File: src/rtl/wtu_pkg.sv
package wtu_pkg;
  localparam int COST_W      = 5;
  localparam int NUM_REGIONS = 16;
  localparam int NUM_WIN     = 3;
  localparam int WIN_BASE    = 8;
  localparam int SRAM_REGION = 14;
  localparam int FAST_REGION = 2;
  localparam int PF_BIT      = 14;
  localparam int CFG_W       = 16;

  typedef logic [COST_W-1:0] cost_t;

  typedef struct packed {
    cost_t n16;
    cost_t s16;
    cost_t n32;
    cost_t s32;
    cost_t p16;
    cost_t p32;
  } rcost_t;

  // 2-bit first-access code to wait cycles
  function automatic cost_t first_map(input logic [1:0] code);
    case (code)
      2'd0:    return cost_t'(4);
      2'd1:    return cost_t'(3);
      2'd2:    return cost_t'(2);
      default: return cost_t'(8);
    endcase
  endfunction
endpackage

File: src/rtl/wtu_cost_table.sv
module wtu_cost_table
  import wtu_pkg::*;
(
  input  logic                            clk,
  input  logic                            rst_n,
  input  logic                            cfg_we,
  input  logic [CFG_W-1:0]                cfg_data,
  output rcost_t [NUM_REGIONS-1:0]        costs
);
  logic [CFG_W-1:0] cfg_q;
  rcost_t           win  [NUM_WIN];
  rcost_t           sram;
  logic             pf_en;

  always_ff @(posedge clk) begin
    if (!rst_n)      cfg_q <= '0;
    else if (cfg_we) cfg_q <= cfg_data;
  end

  assign pf_en = cfg_q[PF_BIT];

  for (genvar w = 0; w < NUM_WIN; w++) begin : g_win
    cost_t n, s, s32;
    assign n   = first_map(cfg_q[3*w+2 +: 2]);
    assign s   = cfg_q[3*w+4] ? cost_t'(1) : cost_t'(2 << w);
    assign s32 = cost_t'((s << 1) + 1);
    assign win[w] = '{n16: n, s16: s, n32: cost_t'(n + s + 1), s32: s32,
                      p16: pf_en ? '0 : s, p32: pf_en ? '0 : s32};
  end

  cost_t sn;
  assign sn   = first_map(cfg_q[1:0]);
  assign sram = '{n16: sn, s16: sn, p16: sn,
                  n32: cost_t'((sn << 1) + 1), s32: cost_t'((sn << 1) + 1),
                  p32: cost_t'((sn << 1) + 1)};

  always_comb begin
    for (int r = 0; r < NUM_REGIONS; r++) begin
      if (r >= WIN_BASE && r < WIN_BASE + 2*NUM_WIN)
        costs[r] = win[(r - WIN_BASE) >> 1];
      else if (r == SRAM_REGION)
        costs[r] = sram;
      else if (r == FAST_REGION)
        costs[r] = '{n16: cost_t'(2), s16: cost_t'(2), p16: cost_t'(2),
                     n32: cost_t'(4), s32: cost_t'(4), p32: cost_t'(4)};
      else
        costs[r] = '0;
    end
  end

  // write lands in the register at the write edge
  a_r12_cfg_update: assert property (@(posedge clk) disable iff (!rst_n)
    cfg_we |=> cfg_q == $past(cfg_data));

  // both aliases of every window carry the same costs
  a_r9_alias_match: assert property (@(posedge clk) disable iff (!rst_n)
    costs[8] == costs[9] && costs[10] == costs[11] && costs[12] == costs[13]);

  // prefetch enabled zeroes window prefetch costs
  a_r6_prefetch_zero: assert property (@(posedge clk) disable iff (!rst_n)
    pf_en |-> (costs[8].p16 == '0 && costs[11].p32 == '0 && costs[12].p32 == '0));

  // fixed internal region is untouched by the register
  a_r8_fast_fixed: assert property (@(posedge clk) disable iff (!rst_n)
    cfg_we |=> $stable(costs[FAST_REGION]) && costs[0] == '0);
endmodule

File: src/rtl/wtu_burst_calc.sv
module wtu_burst_calc
  import wtu_pkg::*;
#(
  parameter int LEN_W = 8,
  localparam int TOT_W = LEN_W + COST_W,
  localparam int REG_W = $clog2(NUM_REGIONS)
) (
  input  rcost_t [NUM_REGIONS-1:0] costs,
  input  logic [REG_W-1:0]         region,
  input  logic                     wide,
  input  logic                     seq,
  input  logic [LEN_W-1:0]         len,
  output logic [TOT_W-1:0]         total
);
  rcost_t           c;
  cost_t            first_c;
  cost_t            rest_c;
  logic [TOT_W-1:0] n_acc;

  always_comb begin
    c       = costs[region];
    if (seq) first_c = wide ? c.p32 : c.p16;
    else     first_c = wide ? c.n32 : c.n16;
    rest_c  = wide ? c.s32 : c.s16;
    n_acc   = (len == '0) ? TOT_W'(1) : TOT_W'(len);
    total   = TOT_W'(first_c) + TOT_W'(1)
            + (n_acc - TOT_W'(1)) * (TOT_W'(rest_c) + TOT_W'(1));
  end
endmodule

File: src/rtl/wtu_counter.sv
module wtu_counter #(
  parameter int TOT_W = 13
) (
  input  logic             clk,
  input  logic             rst_n,
  input  logic             req_valid,
  output logic             req_ready,
  input  logic [TOT_W-1:0] total_in,
  output logic             bus_rdy,
  output logic [TOT_W-1:0] total_q
);
  logic             busy;
  logic [TOT_W-1:0] cnt;
  logic             accept;

  assign req_ready = !busy;
  assign accept    = req_valid && req_ready;
  assign bus_rdy   = busy && (cnt == total_q);

  always_ff @(posedge clk) begin
    if (!rst_n) begin
      busy    <= 1'b0;
      cnt     <= '0;
      total_q <= '0;
    end else if (accept) begin
      busy    <= 1'b1;
      cnt     <= TOT_W'(1);
      total_q <= total_in;
    end else if (busy) begin
      if (cnt == total_q) busy <= 1'b0;
      else                cnt  <= cnt + TOT_W'(1);
    end
  end

  a_r11_rdy_one_cycle: assert property (@(posedge clk) disable iff (!rst_n)
    bus_rdy |=> !bus_rdy);

  a_r10_accept_blocks: assert property (@(posedge clk) disable iff (!rst_n)
    accept |=> !req_ready);

  a_r10_rdy_frees: assert property (@(posedge clk) disable iff (!rst_n)
    bus_rdy |=> req_ready);

  a_r12_hold_total: assert property (@(posedge clk) disable iff (!rst_n)
    (busy && !bus_rdy) |=> $stable(total_q));

  a_r11_no_overrun: assert property (@(posedge clk) disable iff (!rst_n)
    busy |-> (cnt <= total_q && cnt != '0));
endmodule

File: src/rtl/wait_timing_unit.sv
module wait_timing_unit
  import wtu_pkg::*;
#(
  parameter int LEN_W = 8,
  localparam int TOT_W = LEN_W + COST_W,
  localparam int REG_W = $clog2(NUM_REGIONS)
) (
  input  logic             clk,
  input  logic             rst_n,
  input  logic             cfg_we,
  input  logic [CFG_W-1:0] cfg_data,
  input  logic             req_valid,
  output logic             req_ready,
  input  logic [REG_W-1:0] req_region,
  input  logic             req_wide,
  input  logic             req_seq,
  input  logic [LEN_W-1:0] req_len,
  output logic             bus_rdy,
  output logic [TOT_W-1:0] cost_total
);
  rcost_t [NUM_REGIONS-1:0] costs;
  logic   [TOT_W-1:0]       burst_total;

  wtu_cost_table u_table (
    .clk      (clk),
    .rst_n    (rst_n),
    .cfg_we   (cfg_we),
    .cfg_data (cfg_data),
    .costs    (costs)
  );

  wtu_burst_calc #(.LEN_W(LEN_W)) u_calc (
    .costs  (costs),
    .region (req_region),
    .wide   (req_wide),
    .seq    (req_seq),
    .len    (req_len),
    .total  (burst_total)
  );

  wtu_counter #(.TOT_W(TOT_W)) u_count (
    .clk       (clk),
    .rst_n     (rst_n),
    .req_valid (req_valid),
    .req_ready (req_ready),
    .total_in  (burst_total),
    .bus_rdy   (bus_rdy),
    .total_q   (cost_total)
  );
endmodule

File: config.mk
export PLATFORM = sky130hd
export DESIGN_NAME = wait_timing_unit
export DESIGN_NICKNAME = d
export VERILOG_FILES = /design/src/rtl/wtu_pkg.sv /design/src/rtl/wtu_cost_table.sv /design/src/rtl/wtu_burst_calc.sv /design/src/rtl/wtu_counter.sv /design/src/rtl/wait_timing_unit.sv
export SDC_FILE = /design/constraint.sdc
export NUM_CORES = 1
export LEC_CHECK = 0
export BUFFER_PORTS_ARGS = -buffer_cell sky130_fd_sc_hd__buf_2
export CAP_MARGIN = 15
export CELL_PAD_IN_SITES_DETAIL_PLACEMENT = 1
export CELL_PAD_IN_SITES_GLOBAL_PLACEMENT = 1
export CORE_AREA = 3 3 113 115
export DETAILED_ROUTE_END_ITERATION = 7
export DIE_AREA = 0 0 116 118
export GPL_ROUTABILITY_DRIVEN = 0
export GPL_TIMING_DRIVEN = 1
export PLACE_DENSITY = 0.79
export SETUP_SLACK_MARGIN = 0.4
export SLEW_MARGIN = 25
export SYNTH_ARGS = -nofsm -noshare
export SYNTH_HDL_FRONTEND = slang
export SYNTH_SLANG_ARGS = --single-unit
File: constraint.sdc
create_clock -name clk -period 5.85 [get_ports clk]
set_clock_uncertainty 0.15 [all_clocks]
set_input_delay 0.2925 -clock clk [delete_from_list [all_inputs] [get_ports clk]]
set_output_delay 0.2925 -clock clk [all_outputs]
set_load 0.02 [all_outputs]
==> run_results.csv, run 1 <==
group,metric,value,unit
sta,maxSlewHeadroom,0.392,
placement,portBuffers,44,
cells_and_area,n_antenna_cell,0,
drt,vias_per_cell,5.40,
cts,cts_hold_buf,0,
logic_synthesis,netlist_top_cells_area,"dfxtp_1 (16%), fa_1 (15%), ha_1 (13%)",
logic_synthesis,async_reset_ff_frac,0,
drt,wl_per_cell,17.5,um
pwr,leakage,2.68,nW
worst_hold_path,hp-start,"cfg_data[14]",
die,initial_core_util,0.414,
cts,clockRootBuffer,"clkbuf_16",
worst_setup_path,r2r-start,"u_table.cfg_q[1]",
die,coreArea,11900,um^2
cells_and_area,layout.nets,776,
die,die_h,118,um
sta,timing.fmax,174,MHz
sta,post-route-min-period,5.73,ns
cells_and_area,syn_to_final_growth,20.7,%
grt,grt_max_degree,26,
sta,worstMarginPinSlew,0.912,ns
cells_and_area,num-fill-cells,1448,
sta,drv_slew,0,
placement,dpl_cell_area,5530,um^2
logic_synthesis,ys_ff_latch,39,
sta,post-route-period-util,0.980,
die,rows,40,
worst_setup_path,crit_top_cell,"fa_1",
grt,antenna_found_initial,0,
sta,rsz0062_at_grt,"yes",
die,die_area,13700,um^2
logic_synthesis,yosysSeqAreaShare,0.158,
logic_synthesis,synth_top_flop_cell,"dfxtp_1",
logic_synthesis,synthTopCellsByCount,"nor2_1 (88), ha_1 (50), inv_1 (50)",
cells_and_area,utilization,0.500,
grt,grt_pass1_wl,23.4,mm
logic_synthesis,synth_edf_count,0,
worst_setup_path,slowest_stage,"fa_1",
pwr,vdd_ir_drop_max,0.127,mV
worst_setup_path,startpoint,"u_table.cfg_q[1]",
worst_hold_path,hold_path_class,"in2reg",
cts,path_clk_slew,0.06,ns
sta,final-setup-viol-count,0,
placement,dp_hpwl,11.1,mm
grt,grt_overflow,0,
drt,drc,0,
sta,hold_viol_final,0,
logic_synthesis,synth_cell_types,71,
outcome,status,"completed",
worst_setup_path,arrival,5.78,ns
cts,cts_tree,"yes",
worst_setup_path,path_max_fanout,5,
worst_setup_path,startpoint_type,"flop",
cells_and_area,drive_gt1_frac,0.258,
drt,wl,14.1,mm
logic_synthesis,synth_warnings,0,
logic_synthesis,synth_area,4930,um^2
die,ios,49,
cts,cts_sinks,39,
worst_setup_path,critical_path_class,"reg2reg",
run,maxCapViolCount,0,
cts,cts_buffer_depth,2,
cts,cts_made_buffers,5,
logic_synthesis,yosys.area.top_type,"dfxtp_1",
worst_setup_path,critPathCaptureType,"flop",
drt,detail-route-antenna-nets,0,
grt,grt_use_total,0.209,
pwr,powerDensity,225,nW/um^2
cells_and_area,stdcell_area,5960,um^2
cts,h-tree-depth,2,
worst_setup_path,max_stage_delay,0.51,ns
drt,vias,4333,
cts,clkLatencyLatePin,0.29,ns
logic_synthesis,synth.most_common_cell,"nor2_1",
logic_synthesis,synth.avg_cell_area,8.43,um^2
logic_synthesis,syn_inst,585,
die,die-width,116,um
drt,drtPass1Iterations,4,
drt,dr.first_iter.drc_count,172,
logic_synthesis,synth_top_area_frac,0.158,
worst_setup_path,critPathRequiredTime,5.90,ns
worst_setup_path,cp_cell_sequence,"inv_4 > ha_4 > and3b_2 > a211oi_4 > o21ai_2 > ha_4 > nand2b_4 > mux2_4 > and2_4 > or2_4 > fa_1 > fa_1 > inv_1 > fa_1 > inv_2 > fa_1 > inv_2 > ha_4 > o21a_4 > o22ai_4 > o31ai_4 > xnor2_1 > a211oi_2",
grt,grt_pass1_vias,4816,
## worst paths after layout
| path | depth (start not counted) | end | slack, ns |
|---|---|---|---|
| max | 23 | u_count.total_q[12] | 0.12 |
| min | 3 | u_table.cfg_q[14] | 0.09 |
| max reg2reg | 23 | u_count.total_q[12] | 0.12 |
| min reg2reg | 2 | u_count.total_q[4] | 0.36 |
## cell type report
type | instances | area (um^2) | area share
flip-flops and latches | 39 | 787 | 0.132
inverters | 52 | 201 | 0.0338
clock buffers | 5 | 125 | 0.0210
clock inverters | 3 | 23.8 | 0.00399
repair buffers | 84 | 524 | 0.0880
well taps | 147 | 184 | 0.0309
multi-input cells | 472 | 4110 | 0.690
## layout by cell type (no fill, tap or decap), types with 3 or more instances in the layout
cell type	Yosys	final
a211oi_1	6	5
a211oi_2	2	3
a21o_1	9	9
a21oi_1	27	18
a21oi_2	0	9
a31oi_1	5	5
and2_1	6	6
and3_1	5	5
buf_2	4	44
buf_4	2	39
clkbuf_16	0	5
conb_1	2	4
dfxtp_1	39	36
fa_1	38	38
ha_1	50	43
ha_4	0	6
inv_1	50	45
inv_2	1	4
mux2i_1	17	17
mux4_2	3	3
nand2_1	46	46
nand2b_1	4	3
nand3_1	12	12
nand3b_1	3	3
nand4_1	7	7
nor2_1	88	83
nor2_2	0	4
nor2b_1	8	7
nor3_1	4	4
o211ai_1	4	4
o21ai_0	16	11
o21ai_1	1	3
o21ai_2	1	3
o221ai_1	3	3
or2_2	7	4
or2_4	1	4
or3_1	3	3
xnor2_1	29	27
xor2_1	19	19
## registers in the layout (all words and copies together), names as in the netlist
name	cells
u_table.cfg_q	12
u_count.busy	1
u_count.total_q	13
u_count.cnt	13
## critical path: cells and delay by family (launching register included)
kind	cells	cell delay (ns)
and+or+nand+nor	4	0.76
AOI/OAI and AO/OA	6	1.11
muxes	1	0.27
xor gates and xnor gates	1	0.12
adders and majority gates	7	2.68
DFF	1	0.36
buffers and inverters	4	0.20
## kinds of logic after synthesis
kind of cell               share of synthesized area
muxes                                         0.0558
xor gates and xnor gates                      0.0852
other                                        0.00152
and+or+nand+nor                                0.216
buffers and inverters                         0.0649
DFF                                            0.158
AOI/OAI and AO/OA                              0.137
adders and majority gates                      0.281
## per-layer routing
metal,vias up,part of all wire,track usage
li1,2100,-,-
met2,53,0.50,0.364
met5,-,0,0
met4,0,0.014,0.0450
met3,14,0.017,0.0144
met1,2166,0.47,0.280
## timing repair
action	4_1_cts	5_1_grt
resized for setup	5	34
setup buffers	9	3
endpoints found under the setup margin	7	8
pin swaps	18	19
## per-stage QoR
step           TNS (ns)  hold WS, ns  instances  power (mW)  setup slack (ns)
3_3_place_gp          0        0.333        782       0.913             0.145
4_1_cts               0       0.0931        799        1.25             0.101
3_5_place_dp          0        0.351        782       0.946           0.00164
5_1_grt          -0.116        0.104        802        1.44           -0.0618
6_report              0       0.0935        802        1.34             0.115
2_1_floorplan         0        0.290        587       0.775             0.218
## power breakdown
group	switching (mW)	total [mW]	internal (mW)	leakage, nW
Sequential	0.0342	0.327	0.293	0.321
Combinational	0.398	0.731	0.333	2.29
Clock	0.120	0.279	0.159	0.0664
Total	0.552	1.34	0.786	2.68
No activity file was read; power rests on OpenSTA's default activity.
==> run 2, diff against run 1 <==
--- a/config.mk
+++ b/config.mk
@@ -5,13 +5,15 @@
 export SDC_FILE = /design/constraint.sdc
 export NUM_CORES = 1
 export LEC_CHECK = 0
+export ABC_AREA = 1
 export BUFFER_PORTS_ARGS = -buffer_cell sky130_fd_sc_hd__buf_2
 export CAP_MARGIN = 15
 export CELL_PAD_IN_SITES_DETAIL_PLACEMENT = 1
 export CELL_PAD_IN_SITES_GLOBAL_PLACEMENT = 1
-export CORE_AREA = 3 3 113 115
+export CORE_AREA = 3 3 114 116
+export CTS_CLUSTER_DIAMETER = 120
 export DETAILED_ROUTE_END_ITERATION = 7
-export DIE_AREA = 0 0 116 118
+export DIE_AREA = 0 0 117 119
 export GPL_ROUTABILITY_DRIVEN = 0
 export GPL_TIMING_DRIVEN = 1
 export PLACE_DENSITY = 0.79
==> constraint.sdc (replaced) <==
create_clock -name clk -period 4.7 [get_ports clk]
set_clock_uncertainty 0.15 [all_clocks]
set_input_delay 0.235 -clock clk [delete_from_list [all_inputs] [get_ports clk]]
set_output_delay 0.235 -clock clk [all_outputs]
set_load 0.02 [all_outputs]
==> run 2 against run 1 <==
  * The flow now finishes with violations (negative setup slack)
  * Area after synthesis is 2.2% lower
  * Synthesized cell count up 16%
  * Final area is 15% higher
  * Final cell count grew 24%
  * Via count grew 29%
  * Critical path depth is 11 higher
  * Utilization grew 7.0 points
==> run_results.csv, run 2 <==
group,metric,value,unit
sta,hold_ws,0.0326,ns
cts,clkLatencyLatePin,0.29,ns
cells_and_area,layout.nets,972,
logic_synthesis,synth_edf_count,0,
worst_setup_path,r2r-start,"u_table.cfg_q[0]",
worst_setup_path,path_max_fanout,5,
pwr,leakage,3.37,nW
worst_setup_path,critPathRequiredTime,4.74,ns
worst_setup_path,critPathCaptureType,"flop",
die,rows,40,
die,initial_core_util,0.402,
logic_synthesis,ys_ff_latch,39,
cts,path_clk_slew,0.06,ns
sta,hold_viol_final,0,
worst_hold_path,hp-start,"cfg_data[14]",
sta,worstMarginPinSlew,0.946,ns
die,die-width,117,um
drt,wl,20.8,mm
drt,drtPass1Iterations,4,
run,maxCapViolCount,0,
cts,cts_made_buffers,5,
cells_and_area,mostFrequentLayoutCells,"buf_4 (124), nand2_1 (99), inv_1 (94)",
logic_synthesis,async_reset_ff_frac,0,
cells_and_area,syn_to_final_growth,42.0,%
pwr,internal_power,1.31,mW
cts,cts_hold_buf,0,
worst_setup_path,critical_path_class,"reg2reg",
logic_synthesis,synth_top_area_frac,0.162,
logic_synthesis,yosysSeqAreaShare,0.162,
logic_synthesis,synthTopCellsByCount,"nand2_1 (119), inv_1 (101), nor2_1 (78)",
pwr,powerDensity,350,nW/um^2
die,coreArea,12000,um^2
sta,final-setup-viol-count,9,
grt,grt_overflow,0,
logic_synthesis,yosys.area.top_type,"dfxtp_1",
worst_setup_path,max_stage_delay,0.58,ns
cts,clockRootBuffer,"clkbuf_16",
cells_and_area,final_cells,998,
placement,placed_cells,974,
placement,portBuffers,44,
pwr,p_comb_frac,0.673,
logic_synthesis,synth_cell_types,51,
die,ios,49,
pwr,p_clk_frac,0.153,
logic_synthesis,synth_warnings,0,
worst_setup_path,slowest_stage,"fa_1",
worst_setup_path,arrival,5.85,ns
cells_and_area,num-fill-cells,1518,
sta,fin_ws,-1.11,ns
die,die_area,13900,um^2
worst_setup_path,cp_num_buf_inv,6,
drt,detail-route-antenna-nets,0,
logic_synthesis,netlist_top_cells_area,"dfxtp_1 (16%), fa_1 (16%), ha_1 (13%)",
sta,drv_slew,0,
outcome,violations,"negative setup slack",
sta,timing.fmax,172,MHz
cells_and_area,utilization,0.570,
logic_synthesis,synth_top_flop_cell,"dfxtp_1",
cts,cts_buffer_depth,2,
worst_hold_path,hold_path_class,"in2reg",
worst_setup_path,crit_top_cell,"nand2_1",
placement,dp_hpwl,13.5,mm
sta,maxSlewHeadroom,0.367,
logic_synthesis,synth_area,4830,um^2
pwr,power_frac_seq,0.174,
cts,h-tree-depth,2,
logic_synthesis,syn_inst,677,
pwr,p_sw,1.09,mW
worst_setup_path,cpLargestDelayFamily,"adder cells",
cells_and_area,final_common_cell,"buf_4",
grt,grt_use_total,0.281,
pwr,vdd_ir_drop_max,0.239,mV
grt,antenna_found_initial,0,
cts,cts_tree,"yes",
cells_and_area,drive_gt1_frac,0.349,
drt,dr.first_iter.drc_count,268,
logic_synthesis,synth.avg_cell_area,7.13,um^2
drt,drc,0,
sta,rsz0062_at_grt,"yes",
drt,wl_per_cell,20.8,um
sta,post-route-period-util,1.24,
drt,vias,5604,
die,die_h,119,um
worst_setup_path,startpoint,"u_table.cfg_q[0]",
worst_setup_path,startpoint_type,"flop",
cells_and_area,n_antenna_cell,0,
cts,cts_sinks,39,
outcome,status,"complete, but fails checks",
placement,post-place-ws,-0.956,ns
grt,grt_pass1_wl,30.9,mm
sta,post-route-min-period,5.81,ns
drt,vias_per_cell,5.62,
logic_synthesis,synth.most_common_cell,"nand2_1",
grt,grt_pass1_vias,6165,
cells_and_area,reg_top3,"u_count.cnt x13, u_count.total_q x13, u_table.cfg_q x12",
pwr,swShare,0.454,
grt,grt_max_degree,24,
==> run 2: cell count changes in the layout (fill, tap and decap cells not counted), moves of 10 or more <==
cell     previous run  this run
a21oi_1            18        37
buf_4              39       124
inv_1              45        94
inv_2               4        14
mux2i_1            17         0
nand2_1            46        99
nand2_2             1        18
nand3_1            12        29
nor2_1             83        63
nor2_2              4        14
o21ai_0            11        37
xnor2_1            27         7
==> run 2: logic make-up (layout without fill, tap and decap cells) <==
family | Yosys count | in the layout | synth area share
AND/OR/NAND/NOR | 282 | 282 | 0.259
flip-flops | 39 | 39 | 0.162
adder cells (fa/ha/maj) | 88 | 88 | 0.287
XOR/XNOR | 23 | 23 | 0.0462
AO/OA/AOI/OAI | 119 | 119 | 0.144
other | 2 | 4 | 0.00156
buffers and inverters | 124 | 296 | 0.100
==> run 2: path summary, 6_finish.rpt <==
kind,endpoint,cells after the start,slack [ns]
worst max-delay path,u_count.total_q[11],34,-1.11
worst min-delay path,u_table.cfg_q[14],3,0.03
worst max register to register,u_count.total_q[11],34,-1.11
worst min register to register,u_count.cnt[7],2,0.35
==> run 2: per-stage QoR <==
stage | setup TNS [ns] | total power, mW | cell area [um^2]
finish | -7.70 | 2.40 | 6850
CTS | -5.14 | 2.08 | 6630
detailed placement | -6.13 | 1.52 | 6170
floorplan | -2.49 | 1.04 | 4950
global placement | -4.19 | 1.45 | 6170
global route | -9.40 | 2.52 | 6850
==> run 2: per-layer routing <==
layer,up-vias,routed length (um),track usage
met1,2719,7670,0.316
met3,114,925,0.0422
met2,237,10700,0.515
met5,-,0,0
li1,2534,-,-
met4,0,1440,0.118
==> run 2: timing repair <==
action	4_1_cts	5_1_grt
cloned	0	0
pin swaps	24	23
setup buffers	9	7
gates resized for setup	56	39
endpoints found under the setup margin	10	10
==> run 2: cell type report <==
class | instances | area [um^2] | area share
clock buffers | 8 | 156 | 0.0228
inverters | 110 | 417 | 0.0608
multi-input cells | 516 | 4040 | 0.589
flip-flops and latches | 39 | 783 | 0.114
well taps | 147 | 184 | 0.0268
repair buffers | 178 | 1280 | 0.186
==> run 2: power groups by stage <==
stage	sequential, mW	clock [mW]	combinational [mW]
4_1_cts	0.413	0.370	1.29
5_1_grt	0.419	0.390	1.71
6_report	0.416	0.366	1.61
2_1_floorplan	0.442	0	0.595
3_5_place_dp	0.417	0	1.10
3_3_place_gp	0.416	0	1.04
==> run 2: tightest hold or removal path: cells and delay by family <==
family	cells	cell delay [ns]
AND/OR/NAND/NOR	2	0.12
buffers and inverters	1	0.08
